### src/rtl/i2c_wr_pkg.sv
package i2c_wr_pkg;

    localparam int BYTE_W = 8;
    localparam logic [4:0] DEV_PREFIX = 5'b11011;

    typedef enum logic [1:0] {
        TIE_GND = 2'd0,
        TIE_VCC = 2'd1,
        TIE_SCL = 2'd2,
        TIE_SDA = 2'd3
    } tie_e;

    typedef enum logic [1:0] {
        ST_IDLE,
        ST_ADDR,
        ST_REG,
        ST_DATA
    } state_e;

    typedef struct packed {
        logic scl_rise;
        logic scl_fall;
        logic start;
        logic stop;
        logic sda;
    } bus_evt_t;

    function automatic logic [1:0] strap_bits(tie_e t);
        case (t)
            TIE_GND: return 2'b00;
            TIE_VCC: return 2'b11;
            TIE_SCL: return 2'b01;
            default: return 2'b10;
        endcase
    endfunction

    function automatic logic [BYTE_W-1:0] own_addr_byte(tie_e t);
        return {DEV_PREFIX, strap_bits(t), 1'b0};
    endfunction

endpackage

### src/rtl/i2c_line_filter.sv
module i2c_line_filter #(
    parameter int FILT_LEN = 3
) (
    input  logic clk,
    input  logic rst,
    input  logic raw_i,
    output logic filt_o
);
    localparam int CNT_W = $clog2(FILT_LEN + 1);

    logic             sync1, sync2;
    logic [CNT_W-1:0] cnt;

    always_ff @(posedge clk) begin
        if (rst) begin
            sync1  <= 1'b1;
            sync2  <= 1'b1;
            filt_o <= 1'b1;
            cnt    <= '0;
        end else begin
            sync1 <= raw_i;
            sync2 <= sync1;
            if (sync2 == filt_o) begin
                cnt <= '0;
            end else if (cnt == CNT_W'(FILT_LEN - 1)) begin
                filt_o <= sync2;
                cnt    <= '0;
            end else begin
                cnt <= cnt + 1'b1;
            end
        end
    end

    AST_FILT_HOLD: assert property (@(posedge clk) disable iff (rst)
        (filt_o != $past(filt_o)) |-> ($past(sync2) == filt_o && $past(cnt) == CNT_W'(FILT_LEN - 1)));

endmodule

### src/rtl/i2c_bus_events.sv
module i2c_bus_events
    import i2c_wr_pkg::*;
(
    input  logic     clk,
    input  logic     rst,
    input  logic     scl_f,
    input  logic     sda_f,
    output bus_evt_t evt
);
    logic scl_q, sda_q;

    always_ff @(posedge clk) begin
        if (rst) begin
            scl_q <= 1'b1;
            sda_q <= 1'b1;
        end else begin
            scl_q <= scl_f;
            sda_q <= sda_f;
        end
    end

    always_comb begin
        evt.scl_rise = scl_f & ~scl_q;
        evt.scl_fall = ~scl_f & scl_q;
        evt.start    = scl_f & scl_q & sda_q & ~sda_f;
        evt.stop     = scl_f & scl_q & ~sda_q & sda_f;
        evt.sda      = sda_f;
    end

endmodule

### src/rtl/i2c_wr_fsm.sv
module i2c_wr_fsm
    import i2c_wr_pkg::*;
(
    input  logic              clk,
    input  logic              rst,
    input  bus_evt_t          evt,
    input  logic [BYTE_W-1:0] own_addr,
    output logic              sda_oe,
    output logic              wr_valid,
    output logic [BYTE_W-1:0] wr_addr,
    output logic [BYTE_W-1:0] wr_data
);
    localparam int BC_W = $clog2(BYTE_W + 1);

    state_e            state;
    logic [BC_W-1:0]   bit_cnt;
    logic [BYTE_W-1:0] shreg;
    logic [BYTE_W-1:0] ptr;
    logic              in_ack;

    wire byte_done = (bit_cnt == BC_W'(BYTE_W));

    always_ff @(posedge clk) begin
        if (rst) begin
            state    <= ST_IDLE;
            bit_cnt  <= '0;
            shreg    <= '0;
            ptr      <= '0;
            in_ack   <= 1'b0;
            wr_valid <= 1'b0;
            wr_addr  <= '0;
            wr_data  <= '0;
        end else begin
            wr_valid <= 1'b0;
            if (evt.start) begin
                state   <= ST_ADDR;
                bit_cnt <= '0;
                in_ack  <= 1'b0;
            end else if (evt.stop) begin
                state   <= ST_IDLE;
                bit_cnt <= '0;
                in_ack  <= 1'b0;
            end else if (state != ST_IDLE) begin
                if (evt.scl_rise && !in_ack && !byte_done) begin
                    shreg   <= {shreg[BYTE_W-2:0], evt.sda};
                    bit_cnt <= bit_cnt + 1'b1;
                end else if (evt.scl_fall) begin
                    if (in_ack) begin
                        in_ack <= 1'b0;
                    end else if (byte_done) begin
                        bit_cnt <= '0;
                        case (state)
                            ST_ADDR: begin
                                if (shreg == own_addr) begin
                                    in_ack <= 1'b1;
                                    state  <= ST_REG;
                                end else begin
                                    state  <= ST_IDLE;
                                end
                            end
                            ST_REG: begin
                                ptr    <= shreg;
                                in_ack <= 1'b1;
                                state  <= ST_DATA;
                            end
                            default: begin
                                wr_valid <= 1'b1;
                                wr_addr  <= ptr;
                                wr_data  <= shreg;
                                ptr      <= ptr + 1'b1;
                                in_ack   <= 1'b1;
                            end
                        endcase
                    end
                end
            end
        end
    end

    assign sda_oe = in_ack;

    AST_STROBE_PULSE: assert property (@(posedge clk) disable iff (rst)
        wr_valid |=> !wr_valid);
    AST_PTR_STEP: assert property (@(posedge clk) disable iff (rst)
        wr_valid |-> (ptr == wr_addr + 1'b1));
    AST_PTR_HOLD: assert property (@(posedge clk) disable iff (rst)
        (state == ST_DATA && $past(state) == ST_DATA && !wr_valid) |-> $stable(ptr));
    AST_IDLE_QUIET: assert property (@(posedge clk) disable iff (rst)
        (state == ST_IDLE) |-> (!sda_oe && !wr_valid));
    AST_START_REARM: assert property (@(posedge clk) disable iff (rst)
        evt.start |=> (state == ST_ADDR && bit_cnt == '0));
    AST_STOP_IDLE: assert property (@(posedge clk) disable iff (rst)
        evt.stop |=> (state == ST_IDLE && !sda_oe));
    AST_ACK_RELEASE: assert property (@(posedge clk) disable iff (rst)
        (sda_oe && evt.scl_fall && !evt.start && !evt.stop) |=> !sda_oe);

endmodule

### src/rtl/i2c_wr_target.sv
module i2c_wr_target
    import i2c_wr_pkg::*;
#(
    parameter int FILT_LEN = 3
) (
    input  logic        clk,
    input  logic        rst,
    input  logic        scl_i,
    input  logic        sda_i,
    input  logic [1:0]  tie_sel,
    output logic        sda_oe,
    output logic        wr_valid,
    output logic [7:0]  wr_addr,
    output logic [7:0]  wr_data
);
    localparam int N_LINES = 2;

    logic [N_LINES-1:0] raw_lines;
    logic [N_LINES-1:0] filt_lines;
    bus_evt_t           evt;
    logic [BYTE_W-1:0]  own_addr;

    assign raw_lines = {sda_i, scl_i};
    assign own_addr  = own_addr_byte(tie_e'(tie_sel));

    for (genvar g = 0; g < N_LINES; g++) begin : g_line
        i2c_line_filter #(.FILT_LEN(FILT_LEN)) u_filt (
            .clk    (clk),
            .rst    (rst),
            .raw_i  (raw_lines[g]),
            .filt_o (filt_lines[g])
        );
    end

    i2c_bus_events u_evt (
        .clk   (clk),
        .rst   (rst),
        .scl_f (filt_lines[0]),
        .sda_f (filt_lines[1]),
        .evt   (evt)
    );

    i2c_wr_fsm u_fsm (
        .clk      (clk),
        .rst      (rst),
        .evt      (evt),
        .own_addr (own_addr),
        .sda_oe   (sda_oe),
        .wr_valid (wr_valid),
        .wr_addr  (wr_addr),
        .wr_data  (wr_data)
    );

    AST_RESET_QUIET: assert property (@(posedge clk)
        $past(rst) |-> (!sda_oe && !wr_valid));

endmodule

### config.mk
export PLATFORM = sky130hd
export DESIGN_NAME = i2c_wr_target
export DESIGN_NICKNAME = d
export VERILOG_FILES = /design/src/rtl/i2c_wr_pkg.sv /design/src/rtl/i2c_line_filter.sv /design/src/rtl/i2c_bus_events.sv /design/src/rtl/i2c_wr_fsm.sv /design/src/rtl/i2c_wr_target.sv
export SDC_FILE = /design/constraint.sdc
export NUM_CORES = 1
export LEC_CHECK = 0
export ABC_CLOCK_PERIOD_IN_PS = 2500
export BUFFER_PORTS_ARGS = -buffer_cell sky130_fd_sc_hd__buf_2
export CAP_MARGIN = 5
export CORE_MARGIN = 2
export CORE_UTILIZATION = 60
export DETAILED_ROUTE_END_ITERATION = 8
export PLACE_DENSITY = 0.88
export SYNTH_ARGS = -nofsm -noshare
export SYNTH_HDL_FRONTEND = slang
export SYNTH_SLANG_ARGS = --single-unit
export TNS_END_PERCENT = 50
### constraint.sdc
create_clock -name clk -period 2.5 [get_ports clk]
set_input_delay 0.125 -clock clk [delete_from_list [all_inputs] [get_ports clk]]
set_output_delay 0.125 -clock clk [all_outputs]
set_load 0.005 [all_outputs]
==> metrics.txt, run 1 <==
Num Clock Sinks 52; r2r startpoint u_fsm.state[0]; worst setup path class register to register; Die X 66.3 µm; Pwr per Cell Area 529 mW/mm²; DRT antenna net count 0; Diodes inserted 0; via/cell ratio 5.60; status finished clean; initial antenna violation count 0; Top Ports 24; DR iter-0 viols 101; CP endpoint u_fsm.bit_cnt[1]; max_cap viols 0; Cells after Synth 253; Yosys warning total 0; mapped cell area 0.00233 mm²; final setup vio count 0; CTS tree done; gp weighted congestion 0.806; worst skew pair latency 300 ps; H-tree Lvls 2; Cell Rows 22; layout cell share with drive strength beyond 1 16.8%; Critical Path Fanout Max 12; worst r2r path cells 7; Worst VDD drop 0.481 mV; final core utilization 69.1%; most frequent cells in the layout dfxtp_1 (52), nor2_1 (30), nand2_1 (23), buf_2 (23), mux2i_1 (18); Slew headroom 48.6%; Starting Density 63.2%; Seq cells post-synth 52; Seq/Total Area, Yosys 44.7%; Slew Limit Fails 0; vias in the first global route 1,639; RSZ-0062 raised after global routing no; Core Box Area 0.00369 mm²; grt total ovfl 0; nets 289; period utilisation layout 75.6%; pin count of the biggest net entering global routing 46; synthesized area per cell 9.21 µm²; WP data required 2700 ps; setup TNS 0 ps; CP Launch Point u_fsm.state[0]; IO buf count 23; Final Hold Vio Count 0; tightest hold margin 29.3 ps; clk_skew 2.79 ps; CTS max path bufs 2; Synth-to-Final Area Change 9.34%; most common cell after layout, fill and taps aside dfxtp_1; WL final 4210 µm; Vias 1,804; syn_nets 269; die area 0.00440 mm²; Setup WS pre-CTS 654 ps; DRC viols 0; Tightest Pin Transition 771 ps; TritonCTS Buffers 5; worst min-delay path class primary input to register; GRT Overall Usage 21.7%; detailed placement HPWL 2870 µm; post-route setup slack 610 ps; post-synthesis cell type count 47; Setup crit end kind register; Most used DFF post-synth dfxtp_1; FFs w/ async S/R, synth 0%; Lkg Pwr 0.936 nW; root buffer cell clkbuf_8; CTS clock-pin slew for the worst setup and hold paths 80 ps; reg2reg setup slack 610 ps; 1st-pass router iterations 4; FF-to-FF End u_fsm.bit_cnt[1]; Max Fclk 529 MHz; Arr. time, crit path 2090 ps; Setup Buffers After CTS 0; critical path startpoint category register; mean routed wirelength per cell 13.1 µm; Die Height 66.3 µm; EDFF count, synth 0; final worst path period need 1890 ps; wire length of the first global-routing pass 7280 µm
where the power goes:
group | internal, mW | switching [mW]
registers | 0.832 | 0.00208
clock network | 0.226 | 0.254
logic | 0.0125 | 0.0200
per-stage QoR:
step / area (µm²) / total power [mW] / cells
2_1_floorplan: 2330 / 0.876 / 253
3_3_place_gp: 2450 / 0.883 / 313
3_5_place_dp: 2450 / 0.885 / 313
4_1_cts: 2550 / 1.36 / 322
5_1_grt: 2550 / 1.39 / 322
6_report: 2550 / 1.35 / 322
what timing repair did:
action                    4_1_cts  5_1_grt
hold endpoints to repair        1        0
gates resized for setup         0        0
hold buffers                    1        0
how the worst min path moves through the flow:
stage | startpoint | endpoint | slack [ps] | cells after the start
after global placement | scl_i | g_line[0].u_filt.sync1 | 310 | 2
after global routing | scl_i | g_line[0].u_filt.sync1 | 20 | 2
final | scl_i | g_line[0].u_filt.sync1 | 30 | 2
after detailed placement | sda_i | g_line[1].u_filt.sync1 | 310 | 2
after CTS | scl_i | g_line[0].u_filt.sync1 | 20 | 2
after floorplan | scl_i | g_line[0].u_filt.sync1 | 230 | 1
worst max-delay path: stages (launching register included):
cell and delay [ps]:
dfxtp_1 370, inv_1 90, ha_1 270, nor4b_2 230, buf_4 220, nand2_1 210, nor3b_1 220, o21a_1 190
logic make-up (layout without fill, tap and decap cells):
| logic type | after synthesis | after routing | synth area share (%) |
|---|---|---|---|
| buf+inv | 21 | 42 | 4.67 |
| xor+xnor | 8 | 8 | 3.01 |
| compound gates | 41 | 41 | 11.5 |
| simple gates | 102 | 102 | 22.6 |
| mux | 19 | 19 | 8.22 |
| flops | 52 | 52 | 44.7 |
| fa+ha+maj | 10 | 10 | 5.37 |
cell usage after synthesis (2+ instances only):
cell	n	area share (%)
nor2b_1	4	1.1
dfxtp_1	52	45
a211o_1	2	0.75
nand3_1	14	3.0
clkbuf_1	8	1.3
nand2b_1	3	0.81
or2_2	6	1.6
ha_1	10	5.4
a21oi_1	15	3.2
nor3_1	2	0.43
inv_1	8	1.3
nor2_1	30	4.8
o41ai_1	2	0.75
o31ai_1	2	0.64
buf_2	2	0.43
o21a_1	2	0.64
and3_1	4	1.1
mux2i_1	18	7.7
o21ai_0	6	1.3
a31oi_1	6	1.6
or3_1	3	0.81
nand2_1	23	3.7
xor2_1	2	0.75
xnor2_1	6	2.3
registers in the layout, summed over array words and instances (netlist names):
| register | count |
|---|---|
| u_fsm.ptr | 8 |
| u_fsm.shreg | 8 |
| u_fsm.wr_addr | 8 |
| u_fsm.wr_data | 8 |
| g_line.u_filt.cnt | 4 |
| u_fsm.bit_cnt | 4 |
| g_line.u_filt.filt_o | 2 |
| g_line.u_filt.sync1 | 2 |
| g_line.u_filt.sync2 | 2 |
| u_fsm.state | 2 |
| u_evt.scl_q | 1 |
| u_evt.sda_q | 1 |
| u_fsm.sda_oe | 1 |
| u_fsm.wr_valid | 1 |
routing by layer:
metal | track usage, % | share of wire [%] | wire, µm | vias up
met2 | 35.0 | 46 | 1950 | 47
met5 | 0 | 0 | 0 | -
met1 | 27.9 | 47 | 2000 | 834
li1 | - | - | - | 914
met4 | 8.93 | 1.8 | 76 | 0
met3 | 4.77 | 4.4 | 187 | 9
cell type report:
type / count / area (µm²)
clock buffers: 8 / 90.1
fillers: 299 / 1140
inverters: 8 / 30.0
multi-input cells: 180 / 1190
flip-flops and latches: 52 / 1040
well taps: 48 / 60.1
repair buffers: 26 / 140
No activity file was read; power rests on OpenSTA's default activity.
==> inputs of run 2 (changes only) <==
Settings changed: ABC_CLOCK_PERIOD_IN_PS 2500 to 1600, CORE_UTILIZATION 60 to 52, PLACE_DENSITY 0.88 to 0.82.
Clock period 2.5 ns to 1.6 ns, I/O delays scaled along.
==> metrics.txt, run 2 (synthesis results as in run 1) <==
Diodes inserted 0 (unchanged); initial antenna violation count 0 (unchanged); vias in the first global route 1,809 (was 1,639); gp weighted congestion 0.822 (was 0.806); r2r startpoint u_fsm.state[0] (unchanged); Lkg Pwr 1.11 nW (was 0.936 nW); 1st-pass router iterations 4 (unchanged); via/cell ratio 5.60 (about the same); post-route setup slack -20.7 ps (was 610 ps); final setup vio count 1 (was 0); post-route insts no fill 354 (was 322); wire length of the first global-routing pass 8560 µm (was 7280 µm); CTS max path bufs 2 (unchanged); Slew headroom 60.2% (was 48.6%); root buffer cell clkbuf_8 (unchanged); DRT antenna net count 0 (unchanged); Pwr per Cell Area 781 mW/mm² (was 529 mW/mm²); most common cell after layout, fill and taps aside dfxtp_1 (unchanged); Num Clock Sinks 52 (unchanged); H-tree Lvls 2 (unchanged); final worst path period need 1620 ps (was 1890 ps); Final Hold Vio Count 0 (unchanged); Max Fclk 617 MHz (was 529 MHz); CTS tree done (unchanged); CP max stage delay 340 ps (was 370 ps); Tightest Pin Transition 594 ps (was 771 ps); clk_skew 11.9 ps (was 2.79 ps); IO buf count 23 (unchanged); Synth-to-Final Area Change 26.9% (was 9.34%); most frequent cells in the layout dfxtp_1 (47), nor2_1 (30), nand2_1 (23), buf_4 (23), buf_2 (23) (was dfxtp_1 (52), nor2_1 (30), nand2_1 (23), buf_2 (23), mux2i_1 (18)); Worst path slowest cell dfxtp_2 (was dfxtp_1); worst hold path depth 2 (unchanged); CTS clock-pin slew for the worst setup and hold paths 100 ps (was 80 ps); Slew Limit Fails 0 (unchanged); Worst path depth 7 (unchanged); worst-path cell chain inv_2 > ha_4 > nor3b_4 > buf_6 > nand3_4 > or3_1 > a31oi_1 (was inv_1 > ha_1 > nor4b_2 > buf_4 > nand2_1 > nor3b_1 > o21a_1); status finished, violations left (was finished clean); DR iter-0 viols 131 (was 101); Vias 1,984 (was 1,804); worst hold start rst (was scl_i); Setup crit end kind register (unchanged); max_cap viols 0 (unchanged); mean routed wirelength per cell 14.9 µm (was 13.1 µm); DRC viols 0 (unchanged); period utilisation layout 101% (was 75.6%); worst min-delay path class primary input to register (unchanged); setup TNS -20.7 ps (was 0 ps); Setup WS pre-CTS -76.7 ps (was 654 ps); Die Height 70.9 µm (was 66.3 µm); final core utilization 68.4% (was 69.1%); Die X 70.9 µm (was 66.3 µm); Worst VDD drop 0.445 mV (was 0.481 mV); detailed placement HPWL 3260 µm (was 2870 µm); RSZ-0062 raised after global routing yes (was no); Buf/Inv on CP 2 (unchanged); Arr. time, crit path 1860 ps (was 2090 ps); WL final 5260 µm (was 4210 µm); die area 0.00503 mm² (was 0.00440 mm²); layout cell share with drive strength beyond 1 31.8% (was 16.8%); Core Box Area 0.00432 mm² (was 0.00369 mm²); failing checks setup timing; Cell Rows 24 (was 22); family with the most delay on the worst path simple AND/OR/NAND/NOR gates (unchanged); critical path startpoint category register (unchanged); WP data required 1840 ps (was 2700 ps); tightest hold margin 153 ps (was 29.3 ps); GRT Overall Usage 21.3% (was 21.7%); placed insts 338 (was 313); worst skew pair latency 310 ps (was 300 ps); CP Launch Point u_fsm.state[0] (unchanged); worst r2r path cells 7 (unchanged); Starting Density 53.9% (was 63.2%); Critical Path Fanout Max 4 (was 12); pin count of the biggest net entering global routing 34 (was 46); TritonCTS Buffers 5 (unchanged); Top Ports 24 (unchanged); nets 317 (was 289); grt total ovfl 0 (unchanged); worst setup path class register to register (unchanged)
[run 2: cell types whose count changed in the layout (fill, tap and decap cells not counted), moves of 4 or more]
cell	previous run	this run
buf_4	2	23
buf_6	0	5
inv_2	0	4
inv_1	8	4
o21ai_1	0	5
o21ai_0	6	0
dfxtp_2	0	5
dfxtp_1	52	47
[run 2: report_power, final]
group	total (mW)	switching, mW	internal [mW]
Combinational	0.0582	0.0340	0.0241
Clock	0.947	0.436	0.512
Sequential	1.30	0.00327	1.30
[run 2: stage by stage]
| stage | power (mW) | area [µm²] |
|---|---|---|
| 3_3_place_gp | 1.38 | 2640 |
| 6_report | 2.31 | 2960 |
| 3_5_place_dp | 1.39 | 2640 |
| 5_1_grt | 2.36 | 2960 |
| 4_1_cts | 2.31 | 2890 |
| 2_1_floorplan | 1.37 | 2340 |
[run 2: worst paths after layout]
check	slack [ps]	to
worst max-delay path	-20	u_fsm.ptr[0]
worst min register to register	420	g_line[0].u_filt.sync2
worst max register to register	-20	u_fsm.ptr[0]
worst min-delay path	150	g_line[1].u_filt.filt_o
[run 2: timing repair]
item | 4_1_cts | 5_1_grt
cloned | 1 | 0
resized for setup | 18 | 22
setup buffers | 5 | 0
pin swaps | 5 | 9
endpoints found under the hold margin | 2 | 0
endpoints found under the setup margin | 17 | 30
hold buffers | 2 | 0
[run 2: area by class of cell]
type / instances / area [µm²]
multi-input cells: 180 / 1310
repair buffers: 54 / 384
clock buffers: 6 / 82.6
flip-flops and latches: 52 / 1050
inverters: 8 / 30.0
fillers: 316 / 1370
well taps: 52 / 65.1
clock inverters: 2 / 38.8
[run 2: routing by layer]
metal	GRT usage (%)	wire [µm]	share of wire, %	up-vias
li1	-	-	-	969
met1	28.0	2290	43	929
met2	33.4	2550	49	74
met3	5.84	307	5.8	12
met4	8.39	110	2.1	0
met5	0	0	0	-
